**src/rtl/spi_cmd_front_pkg.sv**
```systemverilog
package spi_cmd_front_pkg;
  typedef enum logic [1:0] {
    OP_REG_RD  = 2'b00,
    OP_REG_WR  = 2'b01,
    OP_FIFO_RD = 2'b10,
    OP_FIFO_WR = 2'b11
  } op_e;

  typedef enum logic [2:0] {
    ST_HDR, ST_REG_RD, ST_REG_WR, ST_FIFO_RD, ST_FIFO_WR, ST_DONE
  } st_e;

  localparam int BYTE_W   = 8;
  localparam int WORD_W   = 16;
  localparam int DW_AW    = 8;
  localparam int REG_AW   = DW_AW + 2;
  localparam int LANES    = WORD_W / BYTE_W;
endpackage

```
**src/rtl/spi_pin_sync.sv**
```systemverilog
module spi_pin_sync #(
  parameter int STAGES = 2
) (
  input  logic clk_i,
  input  logic rst_ni,
  input  logic sclk_i,
  input  logic cs_ni,
  input  logic mosi_i,
  output logic sclk_rise_o,
  output logic sclk_fall_o,
  output logic cs_act_o,
  output logic mosi_o
);
  localparam int NPIN = 3;
  localparam logic [NPIN-1:0] RST_VAL = 3'b010; // {sclk, cs_n, mosi}

  logic [NPIN-1:0] pin_raw;
  logic [NPIN-1:0] pin_s;
  logic            sclk_prev_q;

  assign pin_raw = {sclk_i, cs_ni, mosi_i};

  for (genvar g = 0; g < NPIN; g++) begin : g_sync
    logic [STAGES-1:0] chain_q;
    always_ff @(posedge clk_i or negedge rst_ni) begin
      if (!rst_ni) chain_q <= {STAGES{RST_VAL[g]}};
      else         chain_q <= {chain_q[STAGES-2:0], pin_raw[g]};
    end
    assign pin_s[g] = chain_q[STAGES-1];
  end

  always_ff @(posedge clk_i or negedge rst_ni) begin
    if (!rst_ni) sclk_prev_q <= 1'b0;
    else         sclk_prev_q <= pin_s[2];
  end

  assign cs_act_o    = ~pin_s[1];
  assign mosi_o      = pin_s[0];
  assign sclk_rise_o = cs_act_o &  pin_s[2] & ~sclk_prev_q;
  assign sclk_fall_o = cs_act_o & ~pin_s[2] &  sclk_prev_q;
endmodule

```
**src/rtl/spi_hdr_decode.sv**
```systemverilog
module spi_hdr_decode
  import spi_cmd_front_pkg::*;
(
  input  logic [WORD_W-1:0] hdr_i,
  input  logic              sda_i,
  output op_e               op_o,
  output logic [REG_AW-1:0] addr_o,
  output logic [LANES-1:0]  be_o,
  output logic              access_ok_o
);
  logic upper;

  assign op_o   = op_e'(hdr_i[15:14]);
  // upper word only when no lower lane is requested
  assign upper  = (hdr_i[11:10] == 2'b00) && (hdr_i[13:12] != 2'b00);
  assign be_o   = upper ? hdr_i[13:12] : hdr_i[11:10];
  assign addr_o = {hdr_i[9:2], upper, 1'b0};
  assign access_ok_o = !sda_i && (be_o != '0);
endmodule

```
**src/rtl/spi_cmd_engine.sv**
```systemverilog
module spi_cmd_engine
  import spi_cmd_front_pkg::*;
(
  input  logic              clk_i,
  input  logic              rst_ni,
  input  logic              rise_i,
  input  logic              fall_i,
  input  logic              cs_act_i,
  input  logic              mosi_i,
  input  logic              sda_i,
  output logic              out_bit_o,
  output logic              reg_req_o,
  output logic              reg_we_o,
  output logic [REG_AW-1:0] reg_addr_o,
  output logic [LANES-1:0]  reg_be_o,
  output logic [WORD_W-1:0] reg_wdata_o,
  input  logic [WORD_W-1:0] reg_rdata_i,
  output logic              tx_vld_o,
  output logic [BYTE_W-1:0] tx_data_o,
  input  logic [BYTE_W-1:0] rx_data_i,
  output logic              rx_pop_o
);
  st_e               st_q;
  logic [3:0]        cnt_q;
  logic [WORD_W-1:0] sr_q, out_q, nxt;
  logic              rd_pend_q, ok_q;
  op_e               dec_op;
  logic [REG_AW-1:0] dec_addr;
  logic [LANES-1:0]  dec_be;
  logic              dec_ok;

  assign nxt = {sr_q[WORD_W-2:0], mosi_i};

  spi_hdr_decode u_dec (
    .hdr_i       (nxt),
    .sda_i       (sda_i),
    .op_o        (dec_op),
    .addr_o      (dec_addr),
    .be_o        (dec_be),
    .access_ok_o (dec_ok)
  );

  always_ff @(posedge clk_i or negedge rst_ni) begin
    if (!rst_ni) begin
      st_q <= ST_HDR; cnt_q <= '0; sr_q <= '0; out_q <= '0;
      rd_pend_q <= 1'b0; ok_q <= 1'b0;
      reg_req_o <= 1'b0; reg_we_o <= 1'b0; reg_addr_o <= '0;
      reg_be_o <= '0; reg_wdata_o <= '0;
      tx_vld_o <= 1'b0; tx_data_o <= '0; rx_pop_o <= 1'b0;
    end else begin
      reg_req_o <= 1'b0;
      tx_vld_o  <= 1'b0;
      rx_pop_o  <= 1'b0;
      if (!cs_act_i) begin
        st_q <= ST_HDR; cnt_q <= '0; sr_q <= '0; out_q <= '0;
        rd_pend_q <= 1'b0;
      end else begin
        if (rd_pend_q) begin
          rd_pend_q <= 1'b0;
          out_q <= {reg_be_o[0] ? reg_rdata_i[7:0]  : 8'h00,
                    reg_be_o[1] ? reg_rdata_i[15:8] : 8'h00};
        end
        unique case (st_q)
          ST_HDR: if (rise_i) begin
            sr_q  <= nxt;
            cnt_q <= cnt_q + 4'd1;
            if (cnt_q == 4'd7 && nxt[7]) begin
              cnt_q <= '0;
              if (nxt[6]) st_q <= ST_FIFO_WR;
              else begin
                st_q     <= ST_FIFO_RD;
                out_q    <= {rx_data_i, 8'h00};
                rx_pop_o <= 1'b1;
              end
            end else if (cnt_q == 4'd15) begin
              cnt_q      <= '0;
              reg_addr_o <= dec_addr;
              reg_be_o   <= dec_be;
              ok_q       <= dec_ok;
              if (dec_op == OP_REG_WR) st_q <= ST_REG_WR;
              else begin
                st_q <= ST_REG_RD;
                if (dec_ok) begin
                  reg_req_o <= 1'b1;
                  reg_we_o  <= 1'b0;
                  rd_pend_q <= 1'b1;
                end
              end
            end
          end
          ST_REG_WR: if (rise_i) begin
            sr_q  <= nxt;
            cnt_q <= cnt_q + 4'd1;
            if (cnt_q == 4'd15) begin
              st_q <= ST_DONE;
              if (ok_q) begin
                reg_req_o   <= 1'b1;
                reg_we_o    <= 1'b1;
                reg_wdata_o <= {nxt[7:0], nxt[15:8]};
              end
            end
          end
          ST_REG_RD: begin
            if (rise_i) begin
              cnt_q <= cnt_q + 4'd1;
              if (cnt_q == 4'd15) begin
                st_q  <= ST_DONE;
                out_q <= '0;
              end
            end else if (fall_i && cnt_q != '0) begin
              out_q <= {out_q[WORD_W-2:0], 1'b0};
            end
          end
          ST_FIFO_WR: if (rise_i) begin
            sr_q  <= nxt;
            cnt_q <= cnt_q + 4'd1;
            if (cnt_q == 4'd7) begin
              cnt_q     <= '0;
              tx_vld_o  <= 1'b1;
              tx_data_o <= nxt[7:0];
            end
          end
          ST_FIFO_RD: begin
            if (rise_i) begin
              cnt_q <= cnt_q + 4'd1;
              if (cnt_q == 4'd7) begin
                cnt_q    <= '0;
                out_q    <= {rx_data_i, 8'h00};
                rx_pop_o <= 1'b1;
              end
            end else if (fall_i && cnt_q != '0) begin
              out_q <= {out_q[WORD_W-2:0], 1'b0};
            end
          end
          default: out_q <= '0;
        endcase
      end
    end
  end

  assign out_bit_o = out_q[WORD_W-1];
endmodule

```
**src/rtl/spi_cmd_front.sv**
```systemverilog
module spi_cmd_front
  import spi_cmd_front_pkg::*;
#(
  parameter int SYNC_STAGES = 2
) (
  input  logic              clk_i,
  input  logic              rst_ni,
  input  logic              sclk_i,
  input  logic              cs_ni,
  input  logic              mosi_i,
  output logic              miso_o,
  input  logic              sda_active_i,
  output logic              reg_req_o,
  output logic              reg_we_o,
  output logic [REG_AW-1:0] reg_addr_o,
  output logic [LANES-1:0]  reg_be_o,
  output logic [WORD_W-1:0] reg_wdata_o,
  input  logic [WORD_W-1:0] reg_rdata_i,
  output logic              tx_q_valid_o,
  output logic [BYTE_W-1:0] tx_q_data_o,
  input  logic [BYTE_W-1:0] rx_q_data_i,
  output logic              rx_q_pop_o
);
  logic rise, fall, cs_act, mosi_s, out_bit;

  spi_pin_sync #(.STAGES(SYNC_STAGES)) u_sync (
    .clk_i       (clk_i),
    .rst_ni      (rst_ni),
    .sclk_i      (sclk_i),
    .cs_ni       (cs_ni),
    .mosi_i      (mosi_i),
    .sclk_rise_o (rise),
    .sclk_fall_o (fall),
    .cs_act_o    (cs_act),
    .mosi_o      (mosi_s)
  );

  spi_cmd_engine u_eng (
    .clk_i       (clk_i),
    .rst_ni      (rst_ni),
    .rise_i      (rise),
    .fall_i      (fall),
    .cs_act_i    (cs_act),
    .mosi_i      (mosi_s),
    .sda_i       (sda_active_i),
    .out_bit_o   (out_bit),
    .reg_req_o   (reg_req_o),
    .reg_we_o    (reg_we_o),
    .reg_addr_o  (reg_addr_o),
    .reg_be_o    (reg_be_o),
    .reg_wdata_o (reg_wdata_o),
    .reg_rdata_i (reg_rdata_i),
    .tx_vld_o    (tx_q_valid_o),
    .tx_data_o   (tx_q_data_o),
    .rx_data_i   (rx_q_data_i),
    .rx_pop_o    (rx_q_pop_o)
  );

  // raw pin gate: released pad reads as 0
  assign miso_o = ~cs_ni & out_bit;
endmodule

```
**config.mk**
```make
export PLATFORM = sky130hd
export DESIGN_NAME = spi_cmd_front
export DESIGN_NICKNAME = d
export VERILOG_FILES = /design/src/rtl/spi_cmd_front_pkg.sv /design/src/rtl/spi_pin_sync.sv /design/src/rtl/spi_hdr_decode.sv /design/src/rtl/spi_cmd_engine.sv /design/src/rtl/spi_cmd_front.sv
export SDC_FILE = /design/constraint.sdc
export NUM_CORES = 1
export LEC_CHECK = 0
export BUFFER_PORTS_ARGS = -buffer_cell sky130_fd_sc_hd__buf_2
export CELL_PAD_IN_SITES_DETAIL_PLACEMENT = 1
export CELL_PAD_IN_SITES_GLOBAL_PLACEMENT = 2
export CORE_ASPECT_RATIO = 1.25
export CORE_MARGIN = 5
export CORE_UTILIZATION = 34
export CTS_BUF_LIST = sky130_fd_sc_hd__clkbuf_4 sky130_fd_sc_hd__clkbuf_8
export DETAILED_ROUTE_END_ITERATION = 7
export GPL_TIMING_DRIVEN = 0
export HOLD_SLACK_MARGIN = 0.08
export PLACE_DENSITY_LB_ADDON = 0.25
export SLEW_MARGIN = 0
export SYNTH_ARGS = -nofsm -noshare
export SYNTH_HDL_FRONTEND = slang
export SYNTH_SLANG_ARGS = --single-unit
```
**constraint.sdc**
```tcl
create_clock -name clk_i -period 2.1 [get_ports clk_i]
set_clock_uncertainty 0.1 [all_clocks]
set_input_delay 0.21 -clock clk_i [delete_from_list [all_inputs] [get_ports clk_i]]
set_output_delay 0.21 -clock clk_i [all_outputs]
set_load 0.01 [all_outputs]
```
==> flow_metrics.py, run 1 <==
metrics = {
    "timing": {
        "tightestPinTransition_ns": 0.5709,
        "tns_ns": -0.5413,
        "fin_ws_ns": -0.05403,
        "fin_crit_ns": 2.154,
        "post-route-period-util": 1.026,
        "fmax_mhz": 464.2,
        "whs_ns": 0.1023,
        "drv_slew": 0,
        "relSlewSlack": 0.6190,
        "rsz0062_at_grt": "true",
        "setup_viol": 19,
        "finalHoldViolCount": 0,
    },
    "cells_and_area": {
        "drive_gt1_frac": 0.3740,
        "antenna_cells": 0,
        "fill_cells": 1352,
        "fin_util": 0.4478,
        "final_cell_mix": "dfrtp_1, buf_2, a21oi_1",
        "fin_cells": 648,
        "fin_nets": 513,
        "syn2layout_area_growth_pct": 29.84,
        "final_area_um2": 5395,
        "layout_commonest_cell": "dfrtp_1",
    },
    "worst_setup_path": {
        "cp-end-kind": "flip-flop",
        "r2r_slack_ns": -0.05,
        "r2r_start": "u_sync.g_sync[1].chain_q[1]",
        "cp-start-kind": "flip-flop",
        "crit_fanout": 10,
        "crit_type": "flip-flop to flip-flop",
        "path_delay_family": "simple AND/OR/NAND/NOR gates",
        "reg2reg_depth": 5,
        "r2r-end": "u_eng.reg_wdata_o[11]",
        "cpMaxStageDelayCell": "or4_4",
        "critPathBufInv": 2,
        "crit_path_cell_trace": "or3b_1 > clkbuf_8 > or4_4 > buf_6 > mux2_4",
        "cp_slowest_stage_delay_ns": 0.49,
        "critPathArrivalTime_ns": 2.29,
        "worstPathRequired_ns": 2.24,
    },
    "hold_path": {
        "worstHoldPathType": "input port to flip-flop",
        "min-delay-start": "rx_q_data_i[3]",
        "hold_path_end": "u_eng.out_q[11]",
        "min_path_cells": 3,
    },
    "pwr": {
        "ir_drop_mv": 0.3953,
        "p_leak_uw": 0.002676,
        "power_density_nw_per_um2": 542.4,
    },
    "clock_network": {
        "cts-root-buf": "clkbuf_8",
        "cts_tree": "built",
        "cts.sinks": 86,
        "clk_pin_slew_ns": 0.09,
        "cts.path.max_buffers": 2,
        "clkLatencyLatePin_ns": 0.36,
        "htree_levels": 3,
        "cts_buffers": 9,
    },
    "status": {
        "violations": "negative setup slack",
        "run_status": "complete, but fails checks",
    },
    "synth": {
        "syn-num-nets": 404,
        "yosysWarnings": 0,
        "syn-instance-count": 372,
        "syn_area_um2": 4155,
        "synth.top_cells.by_area": "dfrtp_1, mux2_2, mux2_4",
        "avgSynthCellArea_um2": 11.17,
        "synth_top_area_frac": 0.5059,
        "ys_types": 59,
        "async_flop_share": 1.000,
        "ys.flop_type": "dfrtp_1",
        "ys_seq_area_frac": 0.5185,
        "synth_seq_cells": 86,
        "synth_edf_count": 0,
        "synth_top_area_cell": "dfrtp_1",
    },
    "routing": {
        "firstDrtPassIters": 4,
        "postRouteAntennaNets": 0,
        "drc": 0,
        "vias": 3352,
        "drt_wl_total_um": 11770,
        "vias_per_cell": 5.173,
        "wl_per_cell_um": 18.16,
        "drt_iter0_drc": 138,
    },
    "global_routing": {
        "first_global_vias": 3568,
        "globalRouteMet1Util": 0.2085,
        "antenna_found_initial": 0,
        "grt_busiest_layer": "met2",
        "use_met2": 0.2900,
        "grtUsageTotal": 0.1676,
        "grt_use_met3": 0.03635,
        "overflow": 0,
        "grt_pass1_wl_um": 19020,
        "grt_max_degree": 69,
    },
    "place": {
        "hpwl_um": 8125,
        "place_congestion": 0.7855,
        "portBuffers": 69,
        "postPlaceCellArea_um2": 4743,
        "place_inst": 606,
    },
    "floorplan": {
        "rows": 45,
        "dieArea_um2": 14550,
        "dieWidth_um": 108.9,
        "core_um2": 12050,
        "die-height_um": 133.6,
        "initial_core_util": 0.3449,
        "io_pins": 71,
    },
    "run": {
        "cap_violations": 0,
    },
}
==> where the power goes <==
part	internal (uW)	total, uW	switching, uW	leakage, uW
clock network	482	1060	581	0.0000914
registers	1670	1680	8.07	0.00117
logic	85.4	188	103	0.00141
==> worst reg2reg max path, cell delays in order, from the launching register on <==
cell      delay, ns
dfstp_2        0.40
or3b_1         0.38
clkbuf_8       0.17
or4_4          0.50
buf_6          0.19
mux2_4         0.30
==> layer usage <==
| metal | vias to the layer above | share of wire | wire (um) |
|---|---|---|---|
| met4 | 0 | 0.014 | 166 |
| li1 | 1579 | - | - |
| met1 | 1691 | 0.43 | 5098 |
| met2 | 67 | 0.51 | 6053 |
| met5 | - | 0 | 0 |
| met3 | 15 | 0.038 | 451 |
==> Yosys cell counts, types with 9 or more instances <==
master    number
nor2_1        14
a21oi_1       32
dfrtp_1       84
o211ai_1       9
nand2_1       22
clkbuf_1      12
nor2b_1       20
mux2_2        23
a22o_1        15
mux2_4        14
o21ai_0       21
==> sequential cells by signal, summed over array words and instances (netlist names) <==
signal	cells
u_eng.cnt_q	4
u_eng.tx_vld_o	1
u_eng.reg_addr_o	9
u_eng.out_q	16
u_sync.sclk_prev_q	1
u_eng.reg_req_o	1
u_sync.g_sync.chain_q	6
u_eng.reg_we_o	1
u_eng.tx_data_o	8
u_eng.rd_pend_q	1
u_eng.ok_q	1
u_eng.reg_be_o	2
u_eng.reg_wdata_o	16
u_eng.sr_q	15
u_eng.rx_pop_o	1
u_eng.st_q	3
==> through the flow <==
step / total power, uW / setup slack, ns
2_1_floorplan: 1751 / 0.02787
3_3_place_gp: 1837 / -0.5778
3_5_place_dp: 1847 / -0.5116
4_1_cts: 2971 / -0.08435
5_1_grt: 3067 / -0.1025
6_report: 2926 / -0.05403
==> what timing repair did <==
action,4_1_cts,5_1_grt
setup buffers,6,4
hold endpoints to repair,102,0
cloned,2,0
setup endpoints to repair,59,44
resized for setup,38,28
pin swaps,3,9
hold buffers,17,0
==> how the worst max path moves through the flow <==
stage                                start               endpoint  slack, ns  cells after the start
3_5_place_dp                u_eng.cnt_q[0]         u_eng.out_q[3]      -0.51                      7
3_3_place_gp   u_sync.g_sync[1].chain_q[1]        u_eng.out_q[14]      -0.58                      4
6_report       u_sync.g_sync[1].chain_q[1]  u_eng.reg_wdata_o[11]      -0.05                      5
4_1_cts                     u_eng.cnt_q[0]        u_eng.out_q[12]      -0.08                      9
2_1_floorplan               u_eng.cnt_q[0]        u_eng.out_q[10]       0.03                      8
5_1_grt                     u_eng.cnt_q[0]         u_eng.out_q[8]      -0.10                      9
==> cell type report <==
type,count,area (um2),share of cell area
flip-flops and latches,86,2156,0.3996
multi-input cells,256,2014,0.3734
repair buffers,99,663.1,0.1229
well taps,164,205.2,0.03803
plain buffers,22,157.7,0.02922
clock buffers,11,151.4,0.02806
inverters,7,28.78,0.005334
clock inverters,3,18.77,0.003479
==> cell families (layout without fill, tap and decap cells) <==
group,Yosys count,after routing,synth area share
other,1,1,0.0009025
adders and majority gates,2,2,0.006021
DFF,86,86,0.5185
xor gates and xnor gates,3,3,0.006325
and+or+nand+nor,92,92,0.1217
AOI/OAI and AO/OA,119,119,0.1954
muxes,39,39,0.1177
buffers and inverters,30,142,0.03342
Power figures use the tool's default switching activity.
==> run 2, diff against run 1 <==
clock period = 1.94 ns   (was 2.1 ns; I/O delays follow)
==> run 2 against run 1 <==
- the flow still finishes with violations (negative setup slack)
- first-iteration DRC count fell by 4.3%
- count of clock-buffer cells in the layout down 2
- register-to-register slack got worse by 0.11 ns
- fmax grew 2.2%
- sequential cell count is the same
- power is 15% higher
==> flow_metrics.py, run 2 (same netlist as run 1, synthesis figures left out) <==
metrics = {
    "status": {
        "run_status": "complete, but fails checks",
        "violations": "negative setup slack",
    },
    "worst_setup_path": {
        "cp-end-kind": "flip-flop",
        "crit_path_cell_trace": "or3b_4 > buf_8 > or4_4 > clkbuf_16 > mux2_4",
        "cp_slowest_stage_delay_ns": 0.48,
        "worstPathRequired_ns": 2.10,
        "cpMaxStageDelayCell": "or4_4",
        "crit_fanout": 5,
        "critPathArrivalTime_ns": 2.26,
        "cp-start-kind": "flip-flop",
        "crit_type": "flip-flop to flip-flop",
    },
    "clock_network": {
        "cts.sinks": 86,
        "cts-root-buf": "clkbuf_8",
        "clkLatencyLatePin_ns": 0.37,
        "cts.path.max_buffers": 2,
        "clk_pin_slew_ns": 0.09,
        "cts_buffers": 9,
        "cts_tree": "built",
        "htree_levels": 3,
    },
    "cells_and_area": {
        "final_cell_mix": "dfrtp_1, buf_2, a21oi_1",
        "drive_gt1_frac": 0.4308,
        "fin_cells": 670,
        "antenna_cells": 0,
        "fin_nets": 533,
        "layout_commonest_cell": "dfrtp_1",
        "reg_top3": "u_eng.out_q (16), u_eng.reg_wdata_o (16), u_eng.sr_q (15)",
        "syn2layout_area_growth_pct": 38.21,
        "fill_cells": 1352,
    },
    "floorplan": {
        "initial_core_util": 0.3449,
        "die-height_um": 133.6,
        "rows": 45,
        "dieWidth_um": 108.9,
        "io_pins": 71,
        "dieArea_um2": 14550,
        "core_um2": 12050,
    },
    "routing": {
        "wl_per_cell_um": 18.22,
        "vias_per_cell": 5.169,
        "vias": 3463,
        "drt_iter0_drc": 132,
        "postRouteAntennaNets": 0,
        "drc": 0,
        "firstDrtPassIters": 4,
        "drt_wl_total_um": 12210,
    },
    "hold_path": {
        "worstHoldPathType": "input port to flip-flop",
    },
    "place": {
        "portBuffers": 69,
        "place_congestion": 0.7798,
        "place_inst": 606,
        "hpwl_um": 8190,
    },
    "timing": {
        "rsz0062_at_grt": "true",
        "tightestPinTransition_ns": 0.5429,
        "fmax_mhz": 474.6,
        "fin_ws_ns": -0.1672,
        "tns_ns": -3.391,
        "post-route-period-util": 1.086,
        "setup_viol": 33,
        "finalHoldViolCount": 0,
        "relSlewSlack": 0.6361,
        "drv_slew": 0,
        "fin_crit_ns": 2.107,
    },
    "global_routing": {
        "first_global_vias": 3831,
        "grt_busiest_layer": "met2",
        "grt_max_degree": 65,
        "grtUsageTotal": 0.1749,
        "globalRouteMet1Util": 0.2180,
        "antenna_found_initial": 0,
        "grt_pass1_wl_um": 19870,
        "grt_use_met3": 0.03926,
        "use_met2": 0.2995,
        "overflow": 0,
    },
    "run": {
        "cap_violations": 0,
    },
    "pwr": {
        "p_total_uw": 3357,
        "ir_drop_mv": 0.4441,
        "power_density_nw_per_um2": 584.6,
        "p_leak_uw": 0.002865,
    },
}
-- run 2: power breakdown --
group	internal (uW)	total (uW)	switching, uW
registers	1800	1810	8.47
clock network	613	1320	704
logic	110	228	117
-- run 2: repair_timing --
action                                 in CTS  in global routing
hold buffers                               19                  0
cloned                                      1                  1
pin swaps                                  15                 20
setup buffers                              20                  8
setup endpoints to repair                  75                 54
endpoints found under the hold margin     104                  0
resized for setup                          65                 35
-- run 2: metal layers --
layer / routed length, um / vias to the layer above
li1: - / 1627
met1: 5239 / 1751
met2: 6301 / 70
met3: 468 / 15
met4: 198 / 0
met5: 0 / -
-- run 2: layout make-up --
type / count / area [um2] / area share
Buffer: 22 / 193.9 / 0.03377
Sequential cell: 86 / 2157 / 0.3756
Tap cell: 164 / 205.2 / 0.03573
Inverter: 7 / 26.28 / 0.004575
Multi-Input combinational cell: 256 / 2085 / 0.3630
Clock inverter: 7 / 82.58 / 0.01438
Timing Repair Buffer: 119 / 869.6 / 0.1514
Clock buffer: 9 / 123.9 / 0.02157
-- run 2: critical path: cells and delay by family (launching register included) --
kind	cells	cell delay [ns]
AND/OR/NAND/NOR	2	0.88
flip-flops	1	0.39
buffers and inverters	2	0.34
multiplexers	1	0.29
-- run 2: final timing paths --
path	end	slack, ns	cells after the start	from
max	u_eng.reg_wdata_o[0]	-0.17	5	u_sync.g_sync[1].chain_q[1]
max in group asynchronous	u_eng.st_q[0]	0.93	3	rst_ni
min reg2reg	u_sync.g_sync[2].chain_q[1]	0.26	0	u_sync.g_sync[2].chain_q[0]
max reg2reg	u_eng.reg_wdata_o[0]	-0.17	5	u_sync.g_sync[1].chain_q[1]
min	u_eng.reg_req_o	0.11	4	sda_active_i
min in group asynchronous	u_eng.sr_q[6]	0.18	2	rst_ni
-- run 2: per-stage QoR --
stage | setup WS, ns | hold WS, ns | utilization | instance area (um2)
floorplan | -0.04751 | -0.2016 | - | 4175
global placement | -0.7438 | 0.2039 | 0.3922 | 4726
detailed placement | -0.7711 | 0.04007 | 0.3951 | 4761
CTS | -0.1390 | 0.08885 | 0.4619 | 5565
global route | -0.2202 | 0.1132 | 0.4766 | 5743
finish | -0.1672 | 0.1082 | 0.4766 | 5743
==> run 3, diff against run 2 <==
REMOVE_ABC_BUFFERS = 1   (was default)
SKIP_LAST_GASP = 1   (was default)
==> run 3 against run 2 <==
- critical endpoint is now u_eng.reg_wdata_o[15]
- clock power up 9.8%
- global-route usage down 0.31 points
- critical path depth decreased by 1
- die area did not move
- the flow still finishes with violations (negative setup slack)
- count of clock-buffer cells in the layout is the same
- cell count down 1.9%
- first-iteration DRC count is 38% lower
==> flow_metrics.py, run 3 (same netlist as run 1, synthesis figures left out) <==
metrics = {
    "global_routing": {
        "first_global_vias": 3789,
        "grtUsageTotal": 0.1718,
        "grt_pass1_wl_um": 19550,
        "overflow": 0,
        "grt_max_degree": 58,
        "antenna_found_initial": 0,
    },
    "routing": {
        "wl_per_cell_um": 18.68,
        "vias": 3443,
        "drt_iter0_drc": 82,
        "drt_wl_total_um": 12270,
        "postRouteAntennaNets": 0,
        "firstDrtPassIters": 4,
        "drc": 0,
        "vias_per_cell": 5.240,
    },
    "pwr": {
        "power_density_nw_per_um2": 613.4,
        "p_leak_uw": 0.002751,
        "ir_drop_mv": 0.4025,
        "p_total_uw": 3475,
    },
    "worst_setup_path": {
        "cp-start-kind": "flip-flop",
        "cp_slowest_stage_delay_ns": 0.49,
        "cpMaxStageDelayCell": "or4_4",
        "crit_type": "flip-flop to flip-flop",
        "cp-end-kind": "flip-flop",
        "crit_fanout": 7,
        "crit_path_cell_trace": "or3b_4 > buf_6 > or4_4 > mux2_4",
        "worstPathRequired_ns": 2.11,
        "critPathArrivalTime_ns": 2.25,
    },
    "cells_and_area": {
        "antenna_cells": 0,
        "fill_cells": 1344,
        "seq_area_um2": 2175,
        "layout_commonest_cell": "dfrtp_1",
        "fin_nets": 520,
        "final_area_um2": 5665,
        "multi_input_area_um2": 2136,
        "syn2layout_area_growth_pct": 36.34,
        "final_cell_mix": "dfrtp_1, buf_2, a21oi_1",
        "fin_util": 0.4702,
        "reg_top3": "u_eng.out_q (16), u_eng.reg_wdata_o (16), u_eng.sr_q (15)",
        "drive_gt1_frac": 0.4199,
    },
    "floorplan": {
        "core_um2": 12050,
        "die-height_um": 133.6,
        "rows": 45,
        "dieWidth_um": 108.9,
        "dieArea_um2": 14550,
        "initial_core_util": 0.3449,
        "io_pins": 71,
    },
    "clock_network": {
        "cts.path.max_buffers": 2,
        "cts_buffers": 9,
        "cts-root-buf": "clkbuf_8",
        "cts_tree": "built",
        "htree_levels": 3,
        "cts.sinks": 86,
        "clkLatencyLatePin_ns": 0.37,
        "clk_pin_slew_ns": 0.09,
    },
    "timing": {
        "relSlewSlack": 0.5162,
        "fin_crit_ns": 2.081,
        "finalHoldViolCount": 0,
        "setup_viol": 51,
        "tns_ns": -3.635,
        "drv_slew": 0,
        "tightestPinTransition_ns": 0.7257,
        "fin_ws_ns": -0.1411,
        "rsz0062_at_grt": "true",
        "fmax_mhz": 480.5,
        "post-route-period-util": 1.073,
    },
    "run": {
        "cap_violations": 0,
    },
    "place": {
        "place_congestion": 0.7511,
        "dp_slack_ns": -0.9963,
        "portBuffers": 69,
        "postPlaceCellArea_um2": 4623,
        "hpwl_um": 7333,
    },
    "status": {
        "violations": "negative setup slack",
        "run_status": "complete, but fails checks",
    },
    "hold_path": {
        "worstHoldPathType": "input port to flip-flop",
    },
}
[run 3: cell types whose count changed in the layout (fill, tap and decap cells not counted), moves of 4 or more]
| cell | before | now |
|---|---|---|
| o21ai_1 | 11 | 6 |
| clkbuf_2 | 6 | 0 |
| clkbuf_4 | 4 | 0 |
| buf_8 | 4 | 0 |
| dfrtp_1 | 82 | 77 |
[run 3: path summary, 6_finish.rpt]
path	start	endpoint	slack (ns)	cells after the start
max	u_sync.g_sync[1].chain_q[1]	u_eng.reg_wdata_o[15]	-0.14	4
min in group asynchronous	rst_ni	u_eng.tx_vld_o	0.20	2
max reg2reg	u_sync.g_sync[1].chain_q[1]	u_eng.reg_wdata_o[15]	-0.14	4
min reg2reg	u_sync.g_sync[2].chain_q[0]	u_sync.g_sync[2].chain_q[1]	0.26	0
max in group asynchronous	rst_ni	u_sync.g_sync[1].chain_q[0]	0.88	3
min	rx_q_data_i[6]	u_eng.out_q[14]	0.09	3
[run 3: final cells by class]
class / instances / area share
Clock buffer: 9 / 0.02186
Multi-Input combinational cell: 260 / 0.3770
Timing Repair Buffer: 124 / 0.1581
Tap cell: 164 / 0.03622
Clock inverter: 7 / 0.01833
Inverter: 7 / 0.004638
Sequential cell: 86 / 0.3838
[run 3: per-stage QoR]
step | std cells | hold WS (ns)
5_1_grt | 657 | 0.1065
2_1_floorplan | 349 | -0.2016
3_5_place_dp | 583 | 0.06124
3_3_place_gp | 582 | 0.2020
6_report | 657 | 0.08583
4_1_cts | 646 | 0.09360
[run 3: power breakdown]
group / switching (uW) / leakage, uW / internal, uW
logic: 115 / 0.00148 / 91.4
clock network: 712 / 0.000108 / 740
registers: 11.2 / 0.00116 / 1810
total: 838 / 0.00275 / 2640
[run 3: routing by layer]
metal | vias to the layer above | track usage | wire (um)
met5 | - | 0 | 0
met1 | 1750 | 0.2096 | 5341
met4 | 0 | 0.07298 | 223
li1 | 1610 | - | -
met2 | 65 | 0.2947 | 6229
met3 | 18 | 0.02908 | 475
[run 3: repair_timing]
item | 4_1_cts | 5_1_grt
buffers inserted | 25 | 10
hold buffers | 18 | 0
pin swaps | 14 | 10
setup endpoints to repair | 78 | 55
cloned | 4 | 1
hold endpoints to repair | 85 | 0
resized for setup | 59 | 19
[run 3: worst max-delay path: cells and delay by family (launching register included)]
family / cells / cell delay, ns
buf+inv: 1 / 0.15
flops: 1 / 0.48
simple gates: 2 / 0.93
mux: 1 / 0.32
